$ cat src/rtl/snd_port_pkg.sv
package snd_port_pkg;
  localparam int DATA_W      = 8;
  localparam int SLOT_N      = 24;
  localparam int OFFS_W      = $clog2(SLOT_N);
  localparam int CHAN_N      = 5;
  localparam int LEN_N       = 4;
  localparam int STATUS_OFFS = 'h15;
  localparam int FRAME_OFFS  = 'h17;
  localparam int INHIBIT_BIT = 6;

  typedef struct packed {
    logic busWrite;
    logic statusWrite;
    logic statusRead;
    logic frameWrite;
    logic statusSel;
  } portStrobes_t;

  function automatic logic isChanSlot(input int offs);
    return !(offs == 'h09 || offs == 'h0D || offs == 'h14 ||
             offs == STATUS_OFFS || offs == 'h16);
  endfunction
endpackage

$ cat src/rtl/snd_port_ctrl.sv
module snd_port_ctrl
  import snd_port_pkg::*;
#(
  parameter int ADDR_W = 16,
  parameter logic [ADDR_W-1:0] BASE_ADDR = 16'h4000
) (
  input  logic [ADDR_W-1:0] cpuAddr,
  input  logic              wrStrobe,
  input  logic              rdStrobe,
  output logic [SLOT_N-1:0] slotHit,
  output portStrobes_t      strobes
);
  logic [ADDR_W-1:0] offsFull;
  logic              inWindow;
  logic [OFFS_W-1:0] offs;

  always_comb begin
    offsFull = cpuAddr - BASE_ADDR;
    inWindow = (cpuAddr >= BASE_ADDR) && (offsFull < ADDR_W'(SLOT_N));
    offs     = offsFull[OFFS_W-1:0];
  end

  for (genvar s = 0; s < SLOT_N; s++) begin : g_slot
    if (isChanSlot(s)) begin : g_map
      assign slotHit[s] = wrStrobe && inWindow && (offs == OFFS_W'(s));
    end else begin : g_hole
      assign slotHit[s] = 1'b0;
    end
  end

  always_comb begin
    strobes.statusSel   = inWindow && (offs == OFFS_W'(STATUS_OFFS));
    strobes.busWrite    = wrStrobe;
    strobes.statusWrite = wrStrobe && strobes.statusSel;
    strobes.statusRead  = rdStrobe && strobes.statusSel;
    strobes.frameWrite  = wrStrobe && inWindow && (offs == OFFS_W'(FRAME_OFFS));
  end
endmodule

$ cat src/rtl/snd_port_dpath.sv
module snd_port_dpath
  import snd_port_pkg::*;
(
  input  logic              clk,
  input  logic              rstN,
  input  portStrobes_t      strobes,
  input  logic [SLOT_N-1:0] slotHit,
  input  logic [DATA_W-1:0] cpuWrData,
  input  logic [LEN_N-1:0]  lenActive,
  input  logic              smpActive,
  input  logic              smpIrq,
  input  logic              frameIrqReq,
  output logic [SLOT_N-1:0] regWr,
  output logic [DATA_W-1:0] regWrData,
  output logic [CHAN_N-1:0] chanEnable,
  output logic [DATA_W-1:0] rdData,
  output logic [DATA_W-1:0] busLatch,
  output logic              frameIrqFlag
);
  logic              irqInhibit;
  logic [DATA_W-1:0] statusWord;

  always_comb begin
    statusWord = {smpIrq, frameIrqFlag, 1'b0, smpActive, lenActive};
    rdData     = strobes.statusSel ? statusWord : busLatch;
  end

  always_ff @(posedge clk) begin
    if (!rstN) begin
      regWr        <= '0;
      regWrData    <= '0;
      chanEnable   <= '0;
      busLatch     <= '0;
      irqInhibit   <= 1'b0;
      frameIrqFlag <= 1'b0;
    end else begin
      regWr <= slotHit;
      if (strobes.busWrite) begin
        regWrData <= cpuWrData;
        busLatch  <= cpuWrData;
      end else if (strobes.statusRead) begin
        busLatch <= statusWord;
      end
      if (strobes.statusWrite) chanEnable <= cpuWrData[CHAN_N-1:0];
      if (strobes.frameWrite) irqInhibit <= cpuWrData[INHIBIT_BIT];
      if (strobes.frameWrite && cpuWrData[INHIBIT_BIT]) frameIrqFlag <= 1'b0;
      else if (frameIrqReq && !irqInhibit)              frameIrqFlag <= 1'b1;
      else if (strobes.statusRead)                      frameIrqFlag <= 1'b0;
    end
  end
endmodule

$ cat src/rtl/snd_status_port.sv
module snd_status_port
  import snd_port_pkg::*;
#(
  parameter int ADDR_W = 16,
  parameter logic [ADDR_W-1:0] BASE_ADDR = 16'h4000
) (
  input  logic              clk,
  input  logic              rstN,
  input  logic [ADDR_W-1:0] cpuAddr,
  input  logic [7:0]        cpuWrData,
  input  logic              wrStrobe,
  input  logic              rdStrobe,
  input  logic [3:0]        lenActive,
  input  logic              smpActive,
  input  logic              smpIrq,
  input  logic              frameIrqReq,
  output logic [23:0]       regWr,
  output logic [7:0]        regWrData,
  output logic [4:0]        chanEnable,
  output logic [7:0]        rdData
);
  portStrobes_t      strobes;
  logic [SLOT_N-1:0] slotHit;
  logic [DATA_W-1:0] busLatch;
  logic              frameIrqFlag;

  snd_port_ctrl #(.ADDR_W(ADDR_W), .BASE_ADDR(BASE_ADDR)) u_ctrl (
    .cpuAddr (cpuAddr),
    .wrStrobe(wrStrobe),
    .rdStrobe(rdStrobe),
    .slotHit (slotHit),
    .strobes (strobes)
  );

  snd_port_dpath u_dp (
    .clk         (clk),
    .rstN        (rstN),
    .strobes     (strobes),
    .slotHit     (slotHit),
    .cpuWrData   (cpuWrData),
    .lenActive   (lenActive),
    .smpActive   (smpActive),
    .smpIrq      (smpIrq),
    .frameIrqReq (frameIrqReq),
    .regWr       (regWr),
    .regWrData   (regWrData),
    .chanEnable  (chanEnable),
    .rdData      (rdData),
    .busLatch    (busLatch),
    .frameIrqFlag(frameIrqFlag)
  );
endmodule

$ cat config.mk
export PLATFORM = sky130hd
export DESIGN_NAME = snd_status_port
export DESIGN_NICKNAME = d
export VERILOG_FILES = /design/src/rtl/snd_port_pkg.sv /design/src/rtl/snd_port_ctrl.sv /design/src/rtl/snd_port_dpath.sv /design/src/rtl/snd_status_port.sv
export SDC_FILE = /design/constraint.sdc
export NUM_CORES = 1
export LEC_CHECK = 0
export BUFFER_PORTS_ARGS = -buffer_cell sky130_fd_sc_hd__buf_2
export CAP_MARGIN = 20
export CORE_AREA = 8 8 72 74
export DETAILED_ROUTE_END_ITERATION = 6
export DIE_AREA = 0 0 80 82
export PLACE_DENSITY = 0.81
export SYNTH_ARGS = -nofsm -noshare
export SYNTH_HDL_FRONTEND = slang
export SYNTH_SLANG_ARGS = --single-unit
$ cat constraint.sdc
create_clock -name clk -period 2.05 [get_ports clk]
set_input_delay 0.1025 -clock clk [delete_from_list [all_inputs] [get_ports clk]]
set_output_delay 0.1025 -clock clk [all_outputs]
set_load 0.005 [all_outputs]
# Word level (Yosys, flattened, before mapping)
# Index checks and enable logic that the tools add are counted.
totals:
  regBits: 47
  elab_cells: 66
  output_inout_bits: 45
  inputBits: 35
classes:
  reduce_logical: 31
  n_addsub: 1
  n_lt_le_gt_ge: 2
  eq_ne: 19
  n_mux: 5
  bitwise: 1
op_table:
  columns: ["cell", "n"]
  rows:
  - ["5-bit by 4-bit == test with 1-bit output, second input constant", 6]
  - ["5-bit == test, second input constant", 6]
  - ["1-bit logical AND", 26]
  - ["8-bit 2-to-1 mux", 3]
  - ["5-bit by 3-bit == test with 1-bit output, second input constant", 4]
  - ["16-bit by 15-bit greater-or-equal comparator with 1-bit output, second input constant", 1]
  - ["16-bit by 5-bit < comparator with 1-bit output, second input constant", 1]
  - ["16-bit by 15-bit subtractor with 16-bit output, second input constant", 1]
  - ["5-bit by 2-bit == test with 1-bit output, second input constant", 2]
  - ["5-bit by 1-bit == test with 1-bit output, second input constant", 1]
  - ["5-bit logical NOT", 1]
  - ["2-bit nonzero test", 2]
  - ["1-bit 2-to-1 mux", 2]
  - ["2-bit OR reduction", 1]
  - ["1-bit logical NOT", 1]
  - ["1-bit inverter", 1]

# Logic depth before layout (Yosys ltp)
# Gate-level depths: netlist of run 1.
depth:
  ltp_word: 7
  depth_mapped: 6
  mapped_depth_nobuf: 4

# Modules after synthesis
# Synthesis of run 1 repeated with hierarchy kept, for this count alone.
unflattened:
  hier_cells: 202
  area_unflattened_um2: 2006.9
by_module_without_submodules:
  columns: ["mod", "area_per_inst_um2", "instances", "cells_each"]
  rows:
  - ["snd_port_dpath", 1645.3, 1, 145]
  - ["snd_port_ctrl", 361.6, 1, 57]

# Least setup slack after synthesis of run 1
# No wires, ideal clock.
synth_timing:
  path_type: "input port to flip-flop"
  from: "in cpuAddr[6]"
  to: "reg u_dp.busLatch[6]"
  setup_time_ns: 0.139
  slack_ns: 0.524
  t_arrival_ns: 1.387
  path_stages: 4
  required_time_ns: 1.911
  path_buffers: 0
  cell_sequence: "or4_1 nor4_4 a21o_2 a221oi_1"
synth_via:
  elab_chain_len: 6
  elab_cells_between_ends: 7
  classes_between: "1 x add/sub; 2 x order compare; 4 x reduce/logical"
synth_rtl:
  columns: ["element", "line_no", "rtl"]
  rows:
  - ["start, declared", "snd_status_port.sv:9", "input logic [ADDR_W-1:0] cpuAddr,"]
  - ["16-bit by 15-bit subtractor with 16-bit output", "snd_port_ctrl.sv:18", "offsFull = cpuAddr - BASE_ADDR;"]
  - ["16-bit by 5-bit < comparator with 1-bit output", "snd_port_ctrl.sv:19", "inWindow = (cpuAddr >= BASE_ADDR) && (offsFull < ADDR_W'(SLOT_N));"]
  - ["1-bit logical AND (*)", "snd_port_ctrl.sv:19", null]
  - ["1-bit logical AND (*)", "snd_port_ctrl.sv:32", "strobes.statusSel = inWindow && (offs == OFFS_W'(STATUS_OFFS));"]
  - ["1-bit logical AND (*)", "snd_port_ctrl.sv:35", "strobes.statusRead = rdStrobe && strobes.statusSel;"]
  - ["2-bit nonzero test (no source line) (*)", null, null]
  - ["end signal, assigned", "snd_port_dpath.sv:40", "busLatch <= cpuWrData;"]
  - ["end signal, assigned", "snd_port_dpath.sv:42", "busLatch <= statusWord;"]
  - ["end, declared", "snd_port_dpath.sv:17", "output logic [DATA_W-1:0] busLatch,"]
# Every way passes the cells marked *; elsewhere a longest branch is shown, timed or not.
# A chain may end at the register's enable or synchronous reset.

# Final worst setup path of run 1
layout_timing:
  from: "in cpuAddr[7]"
  to: "out rdData[3]"
layout_via:
  elab_chain_len: 5
  elab_cells_between_ends: 6
  classes_between: "1 x add/sub; 2 x order compare; 1 x mux; 2 x reduce/logical"
layout_rtl:
  columns: ["element", "line_no", "rtl"]
  rows:
  - ["16-bit by 15-bit subtractor with 16-bit output", "snd_port_ctrl.sv:18", null]
  - ["16-bit by 5-bit < comparator with 1-bit output", "snd_port_ctrl.sv:19", null]
  - ["1-bit logical AND (*)", "snd_port_ctrl.sv:19", null]
  - ["1-bit logical AND (*)", "snd_port_ctrl.sv:32", null]
  - ["8-bit 2-to-1 mux (*)", "snd_port_dpath.sv:25", "rdData = strobes.statusSel ? statusWord : busLatch;"]
  - ["end, declared", "snd_status_port.sv:20", "output logic [7:0] rdData"]
# Marks and branches as above.

==> results.json, run 1 <==
{
  "outcome": "complete, no violations",
  "end_kind": "primary output",
  "ioPinCount": 80,
  "grt_max_degree": 22,
  "die_w_microns": 80,
  "drive_gt1_frac": 0.3698,
  "antenna_found_initial": 0,
  "drtIter0Drc": 59,
  "seqPwrFrac": 0.510,
  "relSlewSlack": 0.6155,
  "regArea_sq_um": 840.8,
  "synth.distinct_cells": 38,
  "port_buffers": 74,
  "max_cap_viol_count": 0,
  "num_rows": 24,
  "startpoint_type": "input port",
  "grt_pass1_wl_microns": 7162,
  "ctsHoldBuffers": 0,
  "crit_type": "in2out",
  "synth_flop_cell": "dfxtp_1",
  "synth_xor_area_frac": 0,
  "post_cts_buffers": 0,
  "synth_top_family_by_area": "simple AND/OR/NAND/NOR gates",
  "timing.final.crit_share": 0.7846,
  "worstSkewPairLatency_ps": 290,
  "final_nets": 299,
  "synth_compound_area_frac": 0.05341,
  "num_antenna_cells": 0,
  "clkTransAtPathRegs_ps": 80,
  "yosysTopAreaCell": "dfxtp_1",
  "areaGrowthSynthToFinish_pct": 28.46,
  "hold_path_depth": 3,
  "r2r_end": "u_dp.busLatch[6]",
  "finalSetupTns_ps": 0,
  "ant_nets": 0,
  "regToRegStartpoint": "u_dp.frameIrqFlag",
  "cp.arrival_ps": 1510,
  "finalPower_mw": 1.661,
  "gp_congestion": 0.7821,
  "first_pass_iters": 4,
  "drv_slew": 0,
  "setup_violations": 0,
  "fmax_ghz": 0.6217,
  "grt-ovfl-total": 0,
  "worstPathRequired_ps": 1950,
  "synth-simple-area-share": 0.2797,
  "whs_endpoint": "u_dp.busLatch[5]",
  "synth-adder-area-share": 0,
  "ctsResizeCount": 0,
  "finClkSkew_ps": 0.5748,
  "ir_worst_vdd_mv": 0.4665,
  "synthArstFlopShare": 0,
  "cts_tree": "yes",
  "power_switching_mw": 0.3817,
  "seq_area_frac_synth": 0.4722,
  "final_common_cell": "buf_2",
  "yosysWarningCount": 0,
  "clkSinkCount": 42,
  "cellInternalPower_mw": 1.279,
  "synthCells": 191,
  "numCtsBuffers": 5,
  "synthMuxAreaShare": 0.1391,
  "combPwrFrac": 0.102,
  "wire_per_inst_microns": 14.67,
  "synth_edf_count": 0,
  "syn_area_per_cell_sq_um": 9.322,
  "die-area_sq_um": 6560,
  "synth.ff_latch_count": 42,
  "p_leak_nw": 1.165,
  "core_area_sq_um": 4144,
  "drt-total-wl_microns": 4649,
  "reg2regPathDepth": 2,
  "drc_errors": 0,
  "clockBufferDepth": 2,
  "grt_util_all_layers": 0.1404,
  "worstHoldStart": "cpuWrData[5]",
  "fin_crit_ps": 1608,
  "yosysTopAreaCellShare": 0.4722,
  "p_clk_frac": 0.388,
  "dp_hpwl_microns": 3585,
  "vias_per_cell": 5.139,
  "worst_pin_slew_ps": 572.5,
  "dr_total_vias": 1629,
  "die_h_microns": 82,
  "switching_share": 0.2299,
  "layout_common_cells": "buf_2 (74), dfxtp_1 (42), nor2_1 (26)",
  "yosys-top-cells-area": "dfxtp_1 (47%), mux2i_1 (10%), nor2_1 (5.5%)",
  "cts-htree-levels": 2,
  "synthesis.area_sq_um": 1780,
  "start_util": 0.4296,
  "hold_violations": 0,
  "grt_pass1_vias": 1606,
  "root_buffer": "clkbuf_8",
  "p_per_area_nw_per_um2": 726.1,
  "nFillCells": 392,
  "hp-class": "in2reg",
  "multi_input_area_sq_um": 859.6,
  "rsz0062_at_grt": "no",
  "worstPathMaxFanout": 6,
  "r2r_slack_ps": 1270
}
[worst max-delay path by stage]
stage	start	to	slack, ps	depth (start not counted)
final	cpuAddr[7]	rdData[3]	440	6
after global placement	cpuAddr[6]	u_dp.busLatch[3]	320	5
after global routing	cpuAddr[6]	rdData[3]	330	6
after floorplan	cpuAddr[6]	u_dp.busLatch[6]	520	4
after detailed placement	cpuAddr[6]	u_dp.busLatch[1]	210	5
after CTS	cpuAddr[7]	rdData[3]	430	6
[sequential cells by signal (all words and copies together) (netlist names)]
signal	count
u_dp.busLatch	8
u_dp.chanEnable	5
u_dp.frameIrqFlag	1
u_dp.irqInhibit	1
u_dp.regWr	19
u_dp.regWrData	8
[worst max-delay path, cell delays in order]
cell     delay [ps]
buf_2           110
nor4b_1         460
nand4_1         220
buf_4           220
mux2_2          270
buf_2           130
[metal layers]
metal / vias up / track usage / part of all wire
met5: - / 0 / 0
met1: 759 / 0.1537 / 0.42
li1: 800 / - / -
met3: 11 / 0.05689 / 0.084
met4: 0 / 0.06727 / 0.018
met2: 59 / 0.2328 / 0.48
[cell type report]
class | instances | area share
multi-input combinational | 133 | 0.3758
inverter | 4 | 0.006565
timing repair buffer | 78 | 0.1751
sequential | 42 | 0.3676
clock buffer | 7 | 0.03337
tap | 52 | 0.02845
clock inverter | 1 | 0.01313
[power by group through the flow]
stage | combinational [mW] | clock, mW | sequential, mW
after global placement | 0.167 | 0 | 0.865
final | 0.170 | 0.644 | 0.847
after global routing | 0.189 | 0.697 | 0.850
after CTS | 0.172 | 0.655 | 0.847
after floorplan | 0.0983 | 0 | 0.865
after detailed placement | 0.170 | 0 | 0.866
[logic make-up (layout without fill, tap and decap cells)]
kind of cell    after synthesis  count (layout)
simple gates                 91              91
flops                        42              42
mux                          24              24
buf+inv                      20              90
compound gates               13              13
other cells                   1               5
[per-stage QoR]
step / instance area (sq um) / util / hold slack, ps / instances / worst slack [ps]
2_1_floorplan: 1795 / - / 224.8 / 195 / 523.9
3_3_place_gp: 2181 / 0.5263 / 344.0 / 309 / 319.2
3_5_place_dp: 2181 / 0.5263 / 347.7 / 309 / 206.5
4_1_cts: 2287 / 0.5519 / 34.45 / 317 / 432.3
5_1_grt: 2287 / 0.5519 / 56.46 / 317 / 326.0
6_report: 2287 / 0.5519 / 38.93 / 317 / 441.6
[synthesized netlist by cell type (all sizes together), types with 2 or more instances]
cell type	n
nor2	26
o211ai	4
nand3	7
and2	2
nor3	6
nand2b	4
nand4	4
inv	4
dfxtp	42
nand4b	3
buf	8
a221oi	4
o21ai	2
nand2	24
clkbuf	8
nor4	5
mux2	6
mux2i	18
(Power assumes the default switching activity.)
==> inputs of run 2 (changes only) <==
Settings changed: ABC_AREA set to 1.
Clock period 2.05 ns to 1.65 ns, I/O delays scaled along.
==> results.json, run 2 <==
{
  "outcome": "complete, no violations",
  "grt_pass1_vias": 1728,
  "yosysTopAreaCellShare": 0.4746,
  "rsz0062_at_grt": "no",
  "post_cts_buffers": 0,
  "synthArstFlopShare": 0,
  "yosysWarningCount": 0,
  "drv_slew": 0,
  "num_antenna_cells": 0,
  "synthCells": 232,
  "fin_area_sq_um": 2310,
  "gp_congestion": 0.7683,
  "fmax_ghz": 0.7523,
  "first_pass_iters": 4,
  "dr_total_vias": 1702,
  "areaGrowthSynthToFinish_pct": 30.37,
  "drtIter0Drc": 81,
  "seqPwrFrac": 0.470,
  "end_kind": "primary output",
  "reg.largest.list": "u_dp.regWr (19), u_dp.busLatch (8), u_dp.regWrData (8)",
  "crit_type": "in2out",
  "ir_worst_vdd_mv": 0.5775,
  "hold_violations": 0,
  "yosysTopAreaCell": "dfxtp_1",
  "ant_nets": 0,
  "core_area_sq_um": 4144,
  "synthesis.area_sq_um": 1772,
  "clkSinkCount": 42,
  "fin_crit_ps": 1329,
  "clkTransAtPathRegs_ps": 80,
  "start_util": 0.4275,
  "dpl-instance-area_sq_um": 2167,
  "timing.final.crit_share": 0.8057,
  "layout_common_cells": "buf_2 (74), nor2_1 (46), dfxtp_1 (42)",
  "hold_path_depth": 3,
  "reg2regPathDepth": 4,
  "wire_per_inst_microns": 13.04,
  "vias_per_cell": 4.715,
  "die_w_microns": 80,
  "max_cap_viol_count": 0,
  "p_leak_nw": 1.165,
  "setup_violations": 0,
  "ioPinCount": 80,
  "startpoint_type": "input port",
  "cp.arrival_ps": 1250,
  "die_h_microns": 82,
  "synth_edf_count": 0,
  "regToRegStartpoint": "u_dp.frameIrqFlag",
  "finalCoreUtilization": 0.5574,
  "drt-total-wl_microns": 4706,
  "numCtsBuffers": 5,
  "finalSetupTns_ps": 0,
  "synth_common_cells": "nor2_1 (46), dfxtp_1 (42), nand2_1 (40), inv_1 (24), o21ai_0 (15)",
  "synth.distinct_cells": 28,
  "ctsResizeCount": 0,
  "root_buffer": "clkbuf_8",
  "r2r_slack_ps": 910,
  "die-area_sq_um": 6560,
  "worstPathMaxFanout": 15,
  "grt-ovfl-total": 0,
  "synth.ff_latch_count": 42,
  "finalPower_mw": 2.237,
  "top_register": "u_dp.regWr",
  "startpoint": "cpuAddr[11]",
  "worstSkewPairLatency_ps": 280,
  "final_nets": 343,
  "worstSetupEndpoint": "rdData[1]",
  "ctsHoldBuffers": 0,
  "cellInternalPower_mw": 1.768,
  "grt_pass1_wl_microns": 7431,
  "seq_area_frac_synth": 0.4746,
  "power_switching_mw": 0.4690,
  "antenna_found_initial": 0,
  "clockBufferDepth": 2,
  "dp_hpwl_microns": 3713,
  "dpl.cell_count": 353,
  "yosys-top-cells-area": "dfxtp_1 (47%), nor2_1 (9.7%), nand2_1 (8.5%)",
  "combPwrFrac": 0.093,
  "finClkSkew_ps": 0.1855,
  "final_common_cell": "buf_2",
  "port_buffers": 74,
  "p_per_area_nw_per_um2": 968.5,
  "worstPathRequired_ps": 1570,
  "num_rows": 24,
  "syn_area_per_cell_sq_um": 7.637,
  "switching_share": 0.2096,
  "drc_errors": 0,
  "drive_gt1_frac": 0.3463,
  "grt_util_all_layers": 0.1400,
  "cts-htree-levels": 2,
  "largest_reg_flops": 19,
  "cts_tree": "yes",
  "p_clk_frac": 0.437,
  "hp-class": "in2reg",
  "nFillCells": 397,
  "r2r_end": "u_dp.busLatch[6]",
  "final_cell_count_no_fill": 361,
  "yosys.cell_count.top_type": "nor2_1",
  "grt_max_degree": 18,
  "synth_flop_cell": "dfxtp_1"
}
run 2: cell types whose count changed after synthesis, moves of 11 or more:
cell,before,now
mux2i_1,18,0
inv_1,4,24
o21ai_0,2,15
nor2_1,26,46
nand2_1,23,40
a21oi_1,1,12
run 2: logic make-up (layout without fill, tap and decap cells):
group                  after synthesis  count (layout)  synth area share
other                                1               5          0.002117
AOI/OAI and AO/OA                   37              37            0.1229
and+or+nand+nor                    113             113            0.3016
buffers and inverters               39             112           0.09887
DFF                                 42              42            0.4746
run 2: metal layers:
| metal | global-route usage | share of wire | wire length, microns |
|---|---|---|---|
| met1 | 0.1513 | 0.41 | 1928 |
| met4 | 0.06364 | 0.024 | 111 |
| met3 | 0.04595 | 0.074 | 348 |
| met5 | 0 | 0 | 0 |
| met2 | 0.2441 | 0.49 | 2317 |
run 2: area by class of cell:
| class | instances | area (sq um) | share of cell area |
|---|---|---|---|
| Clock inverter | 2 | 60.06 | 0.02600 |
| Timing Repair Buffer | 76 | 385.4 | 0.1668 |
| Sequential cell | 42 | 840.8 | 0.3640 |
| Clock buffer | 6 | 82.58 | 0.03575 |
| Multi-Input combinational cell | 155 | 770.7 | 0.3337 |
| Inverter | 28 | 105.1 | 0.04550 |
| Tap cell | 52 | 65.06 | 0.02817 |
run 2: metrics by stage:
step,setup WS (ps),hold slack [ps]
global route,140.8,34.28
detailed placement,296.8,332.9
floorplan,686.7,217.4
finish,320.7,31.56
CTS,282.4,28.48
global placement,358.9,329.0
run 2: power groups by stage:
stage          sequential, mW  clock [mW]  combinational, mW
2_1_floorplan            1.07           0              0.120
3_3_place_gp             1.07           0              0.202
3_5_place_dp             1.07           0              0.209
4_1_cts                  1.05       0.993              0.210
5_1_grt                  1.05        1.04              0.234
6_report                 1.05       0.978              0.209
run 2: worst min path at each step:
stage	from	endpoint	slack, ps
after floorplan	cpuWrData[0]	u_dp.chanEnable[0]	220
after global placement	cpuWrData[0]	u_dp.chanEnable[0]	330
after detailed placement	cpuWrData[2]	u_dp.chanEnable[2]	330
after CTS	cpuWrData[2]	u_dp.chanEnable[2]	30
after global routing	cpuWrData[2]	u_dp.chanEnable[2]	30
final	cpuWrData[2]	u_dp.chanEnable[2]	30
run 2: worst max-delay path: stages:
cell and delay (ps):
buf_2 100, nor2_1 100, nand2_1 100, inv_1 70, nand2_1 50, nor2_1 150
nand2_2 250, nand2_1 160, o21ai_2 60, buf_2 130
==> inputs of run 3 (changes only) <==
Settings changed: ABC_AREA 1 to 0.
Clock period 1.65 ns to 1.3 ns, I/O delays scaled along.
==> results.json, run 3 (synthesis gave the netlist of run 1 again) <==
{
  "ir_worst_vdd_mv": 0.5106,
  "port_buffers": 74,
  "setup_violations": 16,
  "ioPinCount": 80,
  "num_rows": 24,
  "clkTransAtPathRegs_ps": 70,
  "worst_slack_ps": -62.50,
  "grt_pass1_vias": 1729,
  "vias_per_cell": 5.018,
  "finClkSkew_ps": 3.785,
  "finalPower_mw": 2.533,
  "drc_errors": 0,
  "cts_tree": "yes",
  "hold_violations": 0,
  "drt-total-wl_microns": 5103,
  "start_util": 0.4296,
  "ant_nets": 0,
  "hp-class": "in2reg",
  "drtIter0Drc": 105,
  "dp_hpwl_microns": 3854,
  "startpoint": "cpuAddr[13]",
  "layout_common_cells": "buf_2 (70), dfxtp_1 (42), nand2_1 (23)",
  "outcome": "finished, violations left",
  "rsz0062_at_grt": "yes",
  "largest_reg_flops": 19,
  "numCtsBuffers": 5,
  "nFillCells": 370,
  "worstHoldStart": "cpuWrData[0]",
  "dpl_worst_slack_ps": -373.4,
  "areaGrowthSynthToFinish_pct": 44.69,
  "final_cell_count_no_fill": 333,
  "antenna_found_initial": 0,
  "final_common_cell": "buf_2",
  "clockBufferDepth": 2,
  "fmax_ghz": 0.7339,
  "grt_max_degree": 17,
  "dpl.cell_count": 323,
  "first_pass_iters": 4,
  "die-area_sq_um": 6560,
  "drv_slew": 0,
  "p_leak_nw": 1.268,
  "regToRegStartpoint": "u_dp.frameIrqFlag",
  "worstSkewPairLatency_ps": 290,
  "max_cap_viol_count": 0,
  "worstPathRequired_ps": 1530,
  "num_antenna_cells": 0,
  "die_w_microns": 80,
  "core_area_sq_um": 4144,
  "fin_crit_ps": 1363,
  "failed_checks": "negative setup slack",
  "final_nets": 315,
  "end_kind": "register",
  "hold_slack_ps": 20.43,
  "worstPathMaxFanout": 6,
  "reg.largest.list": "u_dp.regWr (19), u_dp.busLatch (8), u_dp.regWrData (8)",
  "grt_pass1_wl_microns": 7969,
  "crit_type": "in2reg",
  "p_per_area_nw_per_um2": 983.3,
  "timing.final.crit_share": 1.048,
  "clkSinkCount": 42,
  "dr_total_vias": 1671,
  "die_h_microns": 82,
  "cts-htree-levels": 2,
  "cp.arrival_ps": 1590,
  "startpoint_type": "input port",
  "grt_util_all_layers": 0.1532,
  "gp_congestion": 0.8291,
  "drive_gt1_frac": 0.4626,
  "wire_per_inst_microns": 15.32,
  "top_register": "u_dp.regWr",
  "root_buffer": "clkbuf_8",
  "grt-ovfl-total": 0,
  "finalSetupTns_ps": -449.9
}
==> run 3: cell type report <==
class | instances | area (sq um) | share of cell area
multi-input cells | 133 | 994.7 | 0.3861
flip-flops and latches | 42 | 840.8 | 0.3264
repair buffers | 94 | 569.3 | 0.2210
clock buffers | 7 | 86.33 | 0.03351
well taps | 52 | 65.06 | 0.02525
inverters | 4 | 15.01 | 0.005828
clock inverters | 1 | 5.005 | 0.001943
==> run 3: worst max-delay path, cell delays in order <==
cell      delay [ps]
buf_8            100
or4b_4           560
nor4_4           310
buf_6            190
nand4b_4         120
buf_6            150
nor2_4            80
==> run 3: worst paths after layout <==
path | slack, ps | cells past startpoint | end
hold / removal | 20 | 3 | u_dp.busLatch[0]
setup reg to reg | 530 | 2 | u_dp.busLatch[6]
setup / recovery | -60 | 7 | u_dp.regWr[3]
hold reg to reg | 460 | 2 | u_dp.chanEnable[2]
==> run 3: where the power goes <==
part | switching, mW | internal [mW]
registers | 0.0173 | 1.32
logic | 0.179 | 0.166
clock network | 0.423 | 0.428
total | 0.620 | 1.91
==> run 3: per-stage QoR <==
stage / util / cell area, sq um
final: 0.6217 / 2576
after CTS: 0.6063 / 2512
after floorplan: - / 1805
after detailed placement: 0.5571 / 2308
after global routing: 0.6217 / 2576
after global placement: 0.5571 / 2308
==> run 3: layer usage <==
layer  share of wire  vias up  GRT usage  routed length, microns
met5               0        -          0                       0
met4           0.015        0    0.05455                      76
met3           0.084        7    0.05908                     430
met2            0.48       58     0.2603                    2456
met1            0.42      772     0.1712                    2139
li1                -      834          -                       -
==> run 3: what timing repair did <==
item                       4_1_cts  5_1_grt
resized for setup               16       15
buffers inserted                 2        0
hold buffers                     0        0
setup endpoints to repair       14       25
pin swaps                        5        6
